### src/rtl/delta_pkg.sv
package delta_pkg;

    localparam int OPC_W  = 7;
    localparam int F3_W   = 3;
    localparam int F7_W   = 7;
    localparam int RIDX_W = 5;

    localparam logic [OPC_W-1:0] OPC_CUSTOM0 = 7'h0B;

    localparam logic [F3_W-1:0] F3_SET   = 3'b000;
    localparam logic [F3_W-1:0] F3_MERGE = 3'b001;
    localparam logic [F3_W-1:0] F3_PEEK  = 3'b010;
    localparam logic [F3_W-1:0] F3_DRAIN = 3'b011;

    typedef enum logic [2:0] {
        OP_NONE  = 3'd0,
        OP_SET   = 3'd1,
        OP_MERGE = 3'd2,
        OP_PEEK  = 3'd3,
        OP_DRAIN = 3'd4,
        OP_BAD   = 3'd5
    } delta_op_e;

endpackage

### src/rtl/delta_decode.sv
module delta_decode
    import delta_pkg::*;
#(
    parameter logic [OPC_W-1:0] OPC = OPC_CUSTOM0
) (
    input  logic              issue_i,
    input  logic [OPC_W-1:0]  opcode_i,
    input  logic [F3_W-1:0]   funct3_i,
    input  logic [F7_W-1:0]   funct7_i,
    output delta_op_e         op_o
);

    logic mine;

    assign mine = issue_i && (opcode_i == OPC);

    always_comb begin
        op_o = OP_NONE;
        if (mine) begin
            if (funct7_i != '0) begin
                op_o = OP_BAD;
            end else begin
                unique case (funct3_i)
                    F3_SET:   op_o = OP_SET;
                    F3_MERGE: op_o = OP_MERGE;
                    F3_PEEK:  op_o = OP_PEEK;
                    F3_DRAIN: op_o = OP_DRAIN;
                    default:  op_o = OP_BAD;
                endcase
            end
        end
    end

endmodule

### src/rtl/delta_state.sv
module delta_state
    import delta_pkg::*;
#(
    parameter int XLEN = 64
) (
    input  logic             clk,
    input  logic             rst_n,
    input  delta_op_e        op_i,
    input  logic [XLEN-1:0]  rs1_i,
    output logic [XLEN-1:0]  cur_o
);

    logic [XLEN-1:0] ref_q;
    logic [XLEN-1:0] acc_q;

    always_ff @(posedge clk) begin
        if (!rst_n) begin
            ref_q <= '0;
            acc_q <= '0;
        end else begin
            unique case (op_i)
                OP_SET: begin
                    ref_q <= rs1_i;
                    acc_q <= '0;
                end
                OP_MERGE: acc_q <= acc_q ^ rs1_i;
                OP_DRAIN: acc_q <= '0;
                default: ;
            endcase
        end
    end

    assign cur_o = ref_q ^ acc_q;

endmodule

### src/rtl/delta_wb.sv
module delta_wb
    import delta_pkg::*;
#(
    parameter int XLEN = 64
) (
    input  delta_op_e          op_i,
    input  logic [RIDX_W-1:0]  rd_i,
    input  logic [XLEN-1:0]    cur_i,
    output logic [XLEN-1:0]    result_o,
    output logic               rd_we_o,
    output logic               illegal_o
);

    always_comb begin
        result_o  = '0;
        rd_we_o   = 1'b0;
        illegal_o = 1'b0;
        unique case (op_i)
            OP_PEEK, OP_DRAIN: begin
                result_o = cur_i;
                rd_we_o  = (rd_i != '0);
            end
            OP_BAD:  illegal_o = 1'b1;
            default: ;
        endcase
    end

endmodule

### src/rtl/delta_exec_unit.sv
module delta_exec_unit
    import delta_pkg::*;
#(
    parameter int XLEN = 64
) (
    input  logic              clk,
    input  logic              rst_n,
    input  logic              issue_i,
    input  logic [6:0]        opcode_i,
    input  logic [2:0]        funct3_i,
    input  logic [6:0]        funct7_i,
    input  logic [4:0]        rd_i,
    input  logic [XLEN-1:0]   rs1_val_i,
    output logic [XLEN-1:0]   result_o,
    output logic              rd_we_o,
    output logic              illegal_o
);

    delta_op_e       op;
    logic [XLEN-1:0] cur;

    delta_decode #(.OPC(OPC_CUSTOM0)) i_dec (
        .issue_i  (issue_i),
        .opcode_i (opcode_i),
        .funct3_i (funct3_i),
        .funct7_i (funct7_i),
        .op_o     (op)
    );

    delta_state #(.XLEN(XLEN)) i_st (
        .clk   (clk),
        .rst_n (rst_n),
        .op_i  (op),
        .rs1_i (rs1_val_i),
        .cur_o (cur)
    );

    delta_wb #(.XLEN(XLEN)) i_wb (
        .op_i      (op),
        .rd_i      (rd_i),
        .cur_i     (cur),
        .result_o  (result_o),
        .rd_we_o   (rd_we_o),
        .illegal_o (illegal_o)
    );

endmodule

### config.mk
export PLATFORM = sky130hd
export DESIGN_NAME = delta_exec_unit
export DESIGN_NICKNAME = d
export VERILOG_FILES = /design/src/rtl/delta_pkg.sv /design/src/rtl/delta_decode.sv /design/src/rtl/delta_state.sv /design/src/rtl/delta_wb.sv /design/src/rtl/delta_exec_unit.sv
export SDC_FILE = /design/constraint.sdc
export NUM_CORES = 1
export LEC_CHECK = 0
export CAP_MARGIN = 20
export CORE_ASPECT_RATIO = 1.2
export CORE_UTILIZATION = 40
export DETAILED_ROUTE_END_ITERATION = 12
export GPL_TIMING_DRIVEN = 1
export PLACE_DENSITY = 0.65
export RECOVER_POWER = 50
export SLEW_MARGIN = 15
export SYNTH_ARGS = -nofsm -noshare
export SYNTH_HDL_FRONTEND = slang
export SYNTH_HIERARCHICAL = 1
export SYNTH_SLANG_ARGS = --single-unit
### constraint.sdc
create_clock -name clk -period 3.1 [get_ports clk]
set_input_delay 0.62 -clock clk [delete_from_list [all_inputs] [get_ports clk]]
set_output_delay 0.62 -clock clk [all_outputs]
set_load 0.02 [all_outputs]
Word level (Yosys, flattened, before mapping):

Index checks and enable logic that the tools add are counted.

* output and inout bits: 66
* bits of input ports: 89
* bits in registers: 128

* reduce and logical (&&, ||, !) cells: 7
* bitwise logic cells: 2
* equality and inequality tests: 9
* mux-type cells: 7

Operator list (number)
* one-hot mux 64 bit (2 select lines): 1
* XOR 64 bit: 2
* 2-to-1 mux 64 bit: 1
* equality test 3 x 2 -> 1 bit, second input constant: 4
* one-hot mux 3 bit (4 select lines): 1
* equality test 7 x 4 -> 1 bit, second input constant: 1
* nonzero test 7 bit: 1
* equality test 3 x 1 -> 1 bit, second input constant: 2
* equality test 3 bit, second input constant: 2
* 2-to-1 mux 3 bit: 2
* nonzero test 5 bit: 1
* OR reduction 2 bit: 2
* logical NOT 3 bit: 1
* 2-to-1 mux 1 bit: 2
* nonzero test 2 bit: 1
* logical AND 1 bit: 1

Logic depth before layout (Yosys ltp):

Gate-level depths: netlist (run 1).

* depth after elaboration: 7
* gate-level depth with buffers: 8
* mapped depth without buffers: 6

Hierarchy:

The synthesis (run 1) kept the hierarchy.

Modules (own cells, without submodules)
* delta_state: sequential area each 2562.5 um2, cells each 778, area an instance 6495.0 um2, times used 1
* delta_wb: sequential area each 0.0 um2, cells each 85, area an instance 638.1 um2, times used 1
* delta_decode: sequential area each 0.0 um2, cells each 11, area an instance 78.8 um2, times used 1

Worst setup path before layout (run 1):

Ideal clock, no wire load.

* kind: input -> output
* from: input port funct7_i[2]
* to: output port result_o[48]
* slack: -144 ps
* required time: 2480 ps
* data arrival time: 2624 ps
* stages on the path: 6
* buffers on the path: 2
* cell sequence: or4_4 -> nor4_2 -> nand3b_1 -> buf_2 -> clkbuf_1 -> a21boi_0

* word-level cells in the longest chain between the ends: 6

Ends and longest elaborated chain
* start: declaration: RTL line delta_exec_unit.sv:11 `input logic [6:0] funct7_i,`
* nonzero test 7 bit *: RTL line delta_decode.sv:20 `if (funct7_i != '0) begin`
* 2-to-1 mux 3 bit *: RTL line delta_decode.sv:20
* 2-to-1 mux 3 bit *: RTL line delta_decode.sv:19 `if (mine) begin`
* via op[1]: RTL line delta_exec_unit.sv:19 `delta_op_e op;`
* equality test 3 bit / equality test 3 x 2 -> 1 bit (equally long branches): RTL line delta_wb.sv:18 `unique case (op_i)`
* OR reduction 2 bit *: RTL line delta_wb.sv:18
* 2-to-1 mux 64 bit *: RTL line delta_wb.sv:18
* end: declaration: RTL line delta_exec_unit.sv:14 `output logic [XLEN-1:0] result_o,`

The timed path passes the listed nets; every way through them passes the cells marked *.

Final worst setup path (run 1):

* from: input port funct7_i[0]
* to: output port result_o[23]

The elaborated chain is that of the path after synthesis.

==> metrics.csv, run 1 <==
metric,value,unit
worst-margin pin slew,0.647,ns
cell area after synthesis,7210,um^2
worst relative slew slack,0.569,
CTS tree,done,
core region area,17600,um^2
total number of vias,6982,
full die area,18600,um^2
WL per Instance,17.0,um
power per cell area,359,nW/um^2
drt pass-1 iters,5,
internal power,0.00294,W
CTS Sinks,128,
combinational share of power,0.070,
GR Overflow Total,0,
Avg Synthesized Cell Area,8.25,um^2
area growth from synthesis to layout,45.7,%
Clk network pwr share,0.493,
Lkg Pwr,4.22,nW
Net Sw Frac,0.221,
largest net degree at the start of global routing,90,
Tcrit/Tclk final,1.08,
Fmax,298,MHz
max-cap violations,0,
Final Hold Fails,0,
Setup crit end,result_o[23],
later-pin clock latency in the skew report,0.41,ns
Crit path buffers/inverters,7,
diode count,0,
vias per cell,5.48,
chip width,125,um
met3 WL,992,um
"Slowest-stage cell, CP",or4_4,
die extent in y,149,um
Worst Setup SP,funct7_i[0],
startpoint types,primary input,
Reg2Reg Setup Slack,2.26,ns
H-tree lvl count,4,
Yosys warning total,6,
Setup WS post-layout,-0.255,ns
cell repeated most along the worst path,buf_6,
Max IR drop VDD,0.323,mV
gr usage total,0.230,
sequential share of the synthesized area,0.355,
top-area cell type share of the netlist area,0.355,
Min Hold Slack,0.461,ns
Clock Skews,0,ns
Net Sw Power,0.000833,W
"top cells by area, synth","dfxtp_1, a21boi_1, nand2_1, o2111ai_1, o221ai_1",
CP Depth,11,
worst hold path startpoint,i_st/ref_q[63],
DRT iter0 DRCs,596,
Critical Path Sink Type,output port,
antenna violations before repair,0,
Final min period,3.35,ns
post-synthesis cell count,874,
number of global-route vias before repair,6291,
Max clock buf depth,2,
cells on worst reg2reg path,2,
final setup vio count,66,
Yosys top cell by area,dfxtp_1,
post-detail-place hpwl,12400,um
Nets,1132,
register share of total power,0.437,
Layout Cells excl Fill,1275,
post-route ant nets,0,
GPL Wtd Cong,0.733,
violated checks,negative setup slack,
Routed Wire Length,21600,um
critical-path cell list,"buf_6, or4_4, buf_6, nor4_4, nand3b_1, buf_6, buf_16, buf_12, buf_12, a21boi_2, buf_4",
IO Port Bufs,154,
WL met1,9800,um
Syn Nets,963,
worst path arrival time,2.73,ns
CTS root buf,clkbuf_16,
first-pass GRT wire length,34100,um
Yosys cell types,28,
top sig layer,met4,
RSZ-0062 raised after global routing,true,
status,"finished, violations left",
share of layout cells above drive strength 1,0.244,
Num CTS Buffers,17,
Cells after DPL,1202,
Post-route DRC,0,
routed wl met2,10500,um
# rows,53,
Worst Path Required,2.48,ns
"Reg clk slew, reported paths",0.05,ns
Ports,155,
setup TNS,-9.95,ns
WS Path Type,primary input to output port,
"delay-heaviest family, CP",simple AND/OR/NAND/NOR gates,
cts hold-fix bufs,0,
worst hold path class,flip-flop to flip-flop,
Initial Util,0.410,
Seq cells post-synth,128,
Max Slew Vio Count,0,
Critical Path Max Stage Delay,0.55,ns
crit path max fanout,6,
Worst R2R Start,i_st/acc_q[11],
Crit Reg-Reg Endpoint,i_st/acc_q[11],
[state kept, by name, summed over array words and instances (netlist names)]
register and count:
i_st/acc_q 64, i_st/ref_q 64
[power by group through the flow]
stage          combinational, W  clock, W  sequential (W)
4_1_cts                0.000260   0.00190         0.00165
3_5_place_dp           0.000262         0         0.00168
3_3_place_gp           0.000259         0         0.00168
2_1_floorplan          0.000102         0         0.00168
6_report               0.000263   0.00186         0.00165
5_1_grt                0.000285   0.00196         0.00165
[kinds of logic (layout without fill, tap and decap cells)]
| group | Yosys count | in the layout | share of synthesized area |
|---|---|---|---|
| and+or+nand+nor | 275 | 275 | 0.183 |
| DFF | 128 | 128 | 0.355 |
| AOI/OAI and AO/OA | 259 | 259 | 0.293 |
| buffers and inverters | 146 | 327 | 0.0871 |
| xor gates and xnor gates | 66 | 66 | 0.0812 |
[worst register-to-register path, stage by stage, from the launching register on]
cell      delay [ns]
dfxtp_1         0.34
nand3b_1        0.17
o221ai_1        0.23
[cells in the mapped netlist]
library cell	instances
nor4_2	1
buf_1	2
a22oi_1	1
a21boi_0	18
nor3b_1	1
nor2_1	5
xnor2_1	1
o221ai_1	64
nand4_1	1
nor3_1	1
a21boi_2	4
xor2_1	64
or4_1	1
buf_6	6
o2111ai_1	64
or4_4	1
clkbuf_1	46
a21oi_1	2
nor4b_1	1
nor2b_1	1
nand2_1	195
nand3b_1	65
a21boi_1	106
dfxtp_1	128
xnor2_2	1
inv_1	64
or3b_1	2
buf_2	28
[cell type report]
type | instances | area (um^2)
clock inverters | 7 | 60.1
multi-input cells | 600 | 4360
fillers | 1552 | 7060
clock buffers | 24 | 482
well taps | 220 | 275
repair buffers | 232 | 2530
flip-flops and latches | 128 | 2560
inverters | 64 | 240
[layout by cell type (no fill, tap or decap), types with 2 or more instances in the layout]
cell	count
nand2_1	194
dfxtp_1	128
clkdlybuf4s50_1	70
buf_4	67
nand3b_1	65
xor2_1	64
inv_1	64
o2111ai_1	64
o221ai_1	64
a21boi_2	57
a21boi_0	48
buf_6	42
buf_12	23
clkbuf_16	19
a21boi_1	17
clkinv_2	6
a21boi_4	6
dlygate4sd2_1	6
buf_16	5
clkbuf_1	4
nor2_1	4
clkbuf_4	4
buf_2	4
clkbuf_8	3
clkbuf_2	3
clkdlybuf4s15_1	3
or4_4	2
a21oi_2	2
buf_8	2
[per-stage QoR]
step	power (W)	worst slack, ns	util	instance area (um^2)
floorplan	0.00179	-0.144	-	7380
global placement	0.00194	-0.947	0.528	9270
detailed placement	0.00195	-0.936	0.528	9270
CTS	0.00381	-0.299	0.583	10200
global route	0.00390	-0.335	0.598	10500
finish	0.00377	-0.255	0.598	10500
[per-layer routing]
metal,track usage,vias to the layer above
met3,0.0484,21
li1,-,3451
met5,0,-
met1,0.301,3335
met4,0.0777,0
met2,0.377,175
[repair_timing]
| item | CTS | global route |
|---|---|---|
| resized for setup | 431 | 53 |
| cloned | 6 | 2 |
| pin swaps | 19 | 17 |
| setup endpoints to repair | 130 | 66 |
| hold endpoints to repair | 0 | 0 |
| buffers inserted | 27 | 12 |
[worst min-delay path by stage]
| stage | endpoint | slack (ns) | depth (start not counted) |
|---|---|---|---|
| 2_1_floorplan | i_st/ref_q[0] | 0.45 | 2 |
| 3_3_place_gp | i_st/ref_q[40] | 0.45 | 2 |
| 3_5_place_dp | i_st/ref_q[35] | 0.46 | 2 |
| 4_1_cts | i_st/ref_q[27] | 0.46 | 2 |
| 5_1_grt | i_st/ref_q[5] | 0.48 | 2 |
| 6_report | i_st/ref_q[63] | 0.46 | 2 |
Power figures use the tool's default switching activity.
==> run 2, diff against run 1 <==
- CORE_UTILIZATION: 40 -> 45
- PLACE_DENSITY: 0.65 -> 0.72
==> run 2 against run 1 <==
Against the previous run: the flow still finishes with violations (negative setup slack); count of clock-buffer cells in the layout down 3; register-to-register slack lost 0.04 ns; sequential power is essentially flat; routed wire length decreased by 2.8%; critical path depth unchanged; largest power group unchanged; sequential share of layout area increased by 0.40 points; critical endpoint is now rd_we_o; combinational power hardly changed; total power is 6.9% higher; clock power rose by 14%; flip-flop and latch count unchanged.
==> metrics.csv, run 2 (synthesized netlist as in run 1, its figures left out) <==
metric,value,unit
share of layout cells above drive strength 1,0.232,
IO Port Bufs,154,
"commonest non-fill, non-tap cell in the layout",nand2_1,
Net Sw Frac,0.210,
Fmax,302,MHz
startpoint types,primary input,
GPL Wtd Cong,0.750,
Max clock buf depth,2,
later-pin clock latency in the skew report,0.41,ns
WS Path Type,primary input to output port,
power per cell area,390,nW/um^2
Num CTS Buffers,17,
Clk network pwr share,0.526,
final setup vio count,66,
Routed Wire Length,21000,um
"Slowest-stage cell, CP",or4_4,
CTS Sinks,128,
RSZ-0062 raised after global routing,true,
Ports,155,
internal power,0.00319,W
Clock Skews,0,ns
Setup WS post-layout,-0.211,ns
Tot Pwr,0.00403,W
"Core Util, Final",0.661,
post-detail-place hpwl,12300,um
Initial Util,0.461,
cell repeated most along the worst path,buf_6,
CTS root buf,clkbuf_16,
fillcell total,1315,
area growth from synthesis to layout,43.4,%
gr usage total,0.250,
Max Slew Vio Count,0,
Critical Path Sink Type,output port,
max-cap violations,0,
worst path arrival time,2.69,ns
status,"finished, violations left",
worst-margin pin slew,0.686,ns
Final Hold Fails,0,
GR Overflow Total,0,
Final Cell Area,10300,um^2
violated checks,negative setup slack,
Worst Path Required,2.48,ns
# rows,50,
"Reg clk slew, reported paths",0.05,ns
Largest regs,"i_st/acc_q (64), i_st/ref_q (64)",
Max IR drop VDD,0.278,mV
Critical Path Max Stage Delay,0.55,ns
WL per Instance,16.7,um
post-route ant nets,0,
drt pass-1 iters,5,
DP Area,9310,um^2
DRT iter0 DRCs,438,
worst hold path class,flip-flop to flip-flop,
antenna violations before repair,1,
largest net degree at the start of global routing,102,
Tcrit/Tclk final,1.07,
number of global-route vias before repair,6570,
Net Sw Power,0.000845,W
Nets,1123,
Final min period,3.31,ns
chip width,118,um
worst relative slew slack,0.543,
die extent in y,141,um
total number of vias,6990,
register share of total power,0.409,
vias per cell,5.57,
most frequent cells in the layout,"nand2_1, dfxtp_1, clkdlybuf4s50_1",
crit path max fanout,8,
Lkg Pwr,4.15,nW
core region area,15600,um^2
H-tree lvl count,4,
cts hold-fix bufs,0,
CTS tree,done,
combinational share of power,0.065,
Post-route DRC,0,
full die area,16500,um^2
critical-path cell list,"buf_6, or4_4, buf_6, nor4_4, nand3b_1, buf_6, buf_6, buf_12, buf_6, a22oi_2, buf_6",
first-pass GRT wire length,33500,um
[run 2: cell types whose count changed in the layout (fill, tap and decap cells not counted), sizes merged]
cell and change:
clkinv -1, bufinv +3, clkbuf +2, or3b +1
buf -16, clkdlybuf4s50 +1, diode +1, clkinvlp +2
[run 2: final timing paths]
kind | slack [ns] | to | start | cells after the start
min reg2reg | 0.46 | i_st/ref_q[35] | i_st/ref_q[35] | 2
min | 0.46 | i_st/ref_q[35] | i_st/ref_q[35] | 2
max reg2reg | 2.22 | i_st/acc_q[61] | i_st/acc_q[61] | 2
max | -0.21 | rd_we_o | funct7_i[2] | 11
[run 2: what timing repair did]
| item | CTS | global route |
|---|---|---|
| endpoints found under the setup margin | 66 | 66 |
| pin swaps | 20 | 9 |
| setup buffers | 14 | 4 |
| gates cloned | 5 | 8 |
| gates resized for setup | 406 | 51 |
| hold endpoints to repair | 0 | 0 |
[run 2: routing by layer]
layer	wire [um]	vias up	part of all wire	GRT usage
li1	-	3437	-	-
met1	9280	3328	0.44	0.313
met2	10300	201	0.49	0.420
met3	1060	24	0.050	0.0591
met4	347	0	0.016	0.0877
met5	0	-	0	0
[run 2: area by class of cell]
| type | count | area [um^2] | area share |
|---|---|---|---|
| Timing Repair Buffer | 222 | 2300 | 0.223 |
| Clock buffer | 21 | 470 | 0.0455 |
| Multi-Input combinational cell | 601 | 4340 | 0.420 |
| Clock inverter | 11 | 160 | 0.0155 |
| Sequential cell | 128 | 2560 | 0.248 |
| Antenna cell | 1 | 2.50 | 0.000242 |
| Inverter | 64 | 240 | 0.0232 |
| Tap cell | 208 | 260 | 0.0252 |
[run 2: worst max-delay path, delay by kind of cell]
| kind | cells | cell delay [ns] |
|---|---|---|
| simple gates | 3 | 0.99 |
| buf+inv | 7 | 0.89 |
| compound gates | 1 | 0.16 |
[run 2: power by group through the flow]
stage / clock network [W] / registers, W / logic [W]
after floorplan: 0 / 0.00168 / 0.000102
after global placement: 0 / 0.00168 / 0.000259
after detailed placement: 0 / 0.00168 / 0.000262
after CTS: 0.00216 / 0.00165 / 0.000261
after global routing: 0.00224 / 0.00165 / 0.000285
final: 0.00212 / 0.00165 / 0.000262
[run 2: per-stage QoR]
step | setup TNS (ns) | instances | hold WS (ns) | worst slack [ns]
3_3_place_gp | -90.30 | 1198 | 0.452 | -0.886
6_report | -8.32 | 1256 | 0.464 | -0.211
3_5_place_dp | -94.00 | 1198 | 0.457 | -0.906
2_1_floorplan | -2.04 | 874 | 0.447 | -0.144
5_1_grt | -11.81 | 1256 | 0.478 | -0.248
4_1_cts | -1.80 | 1245 | 0.464 | -0.114
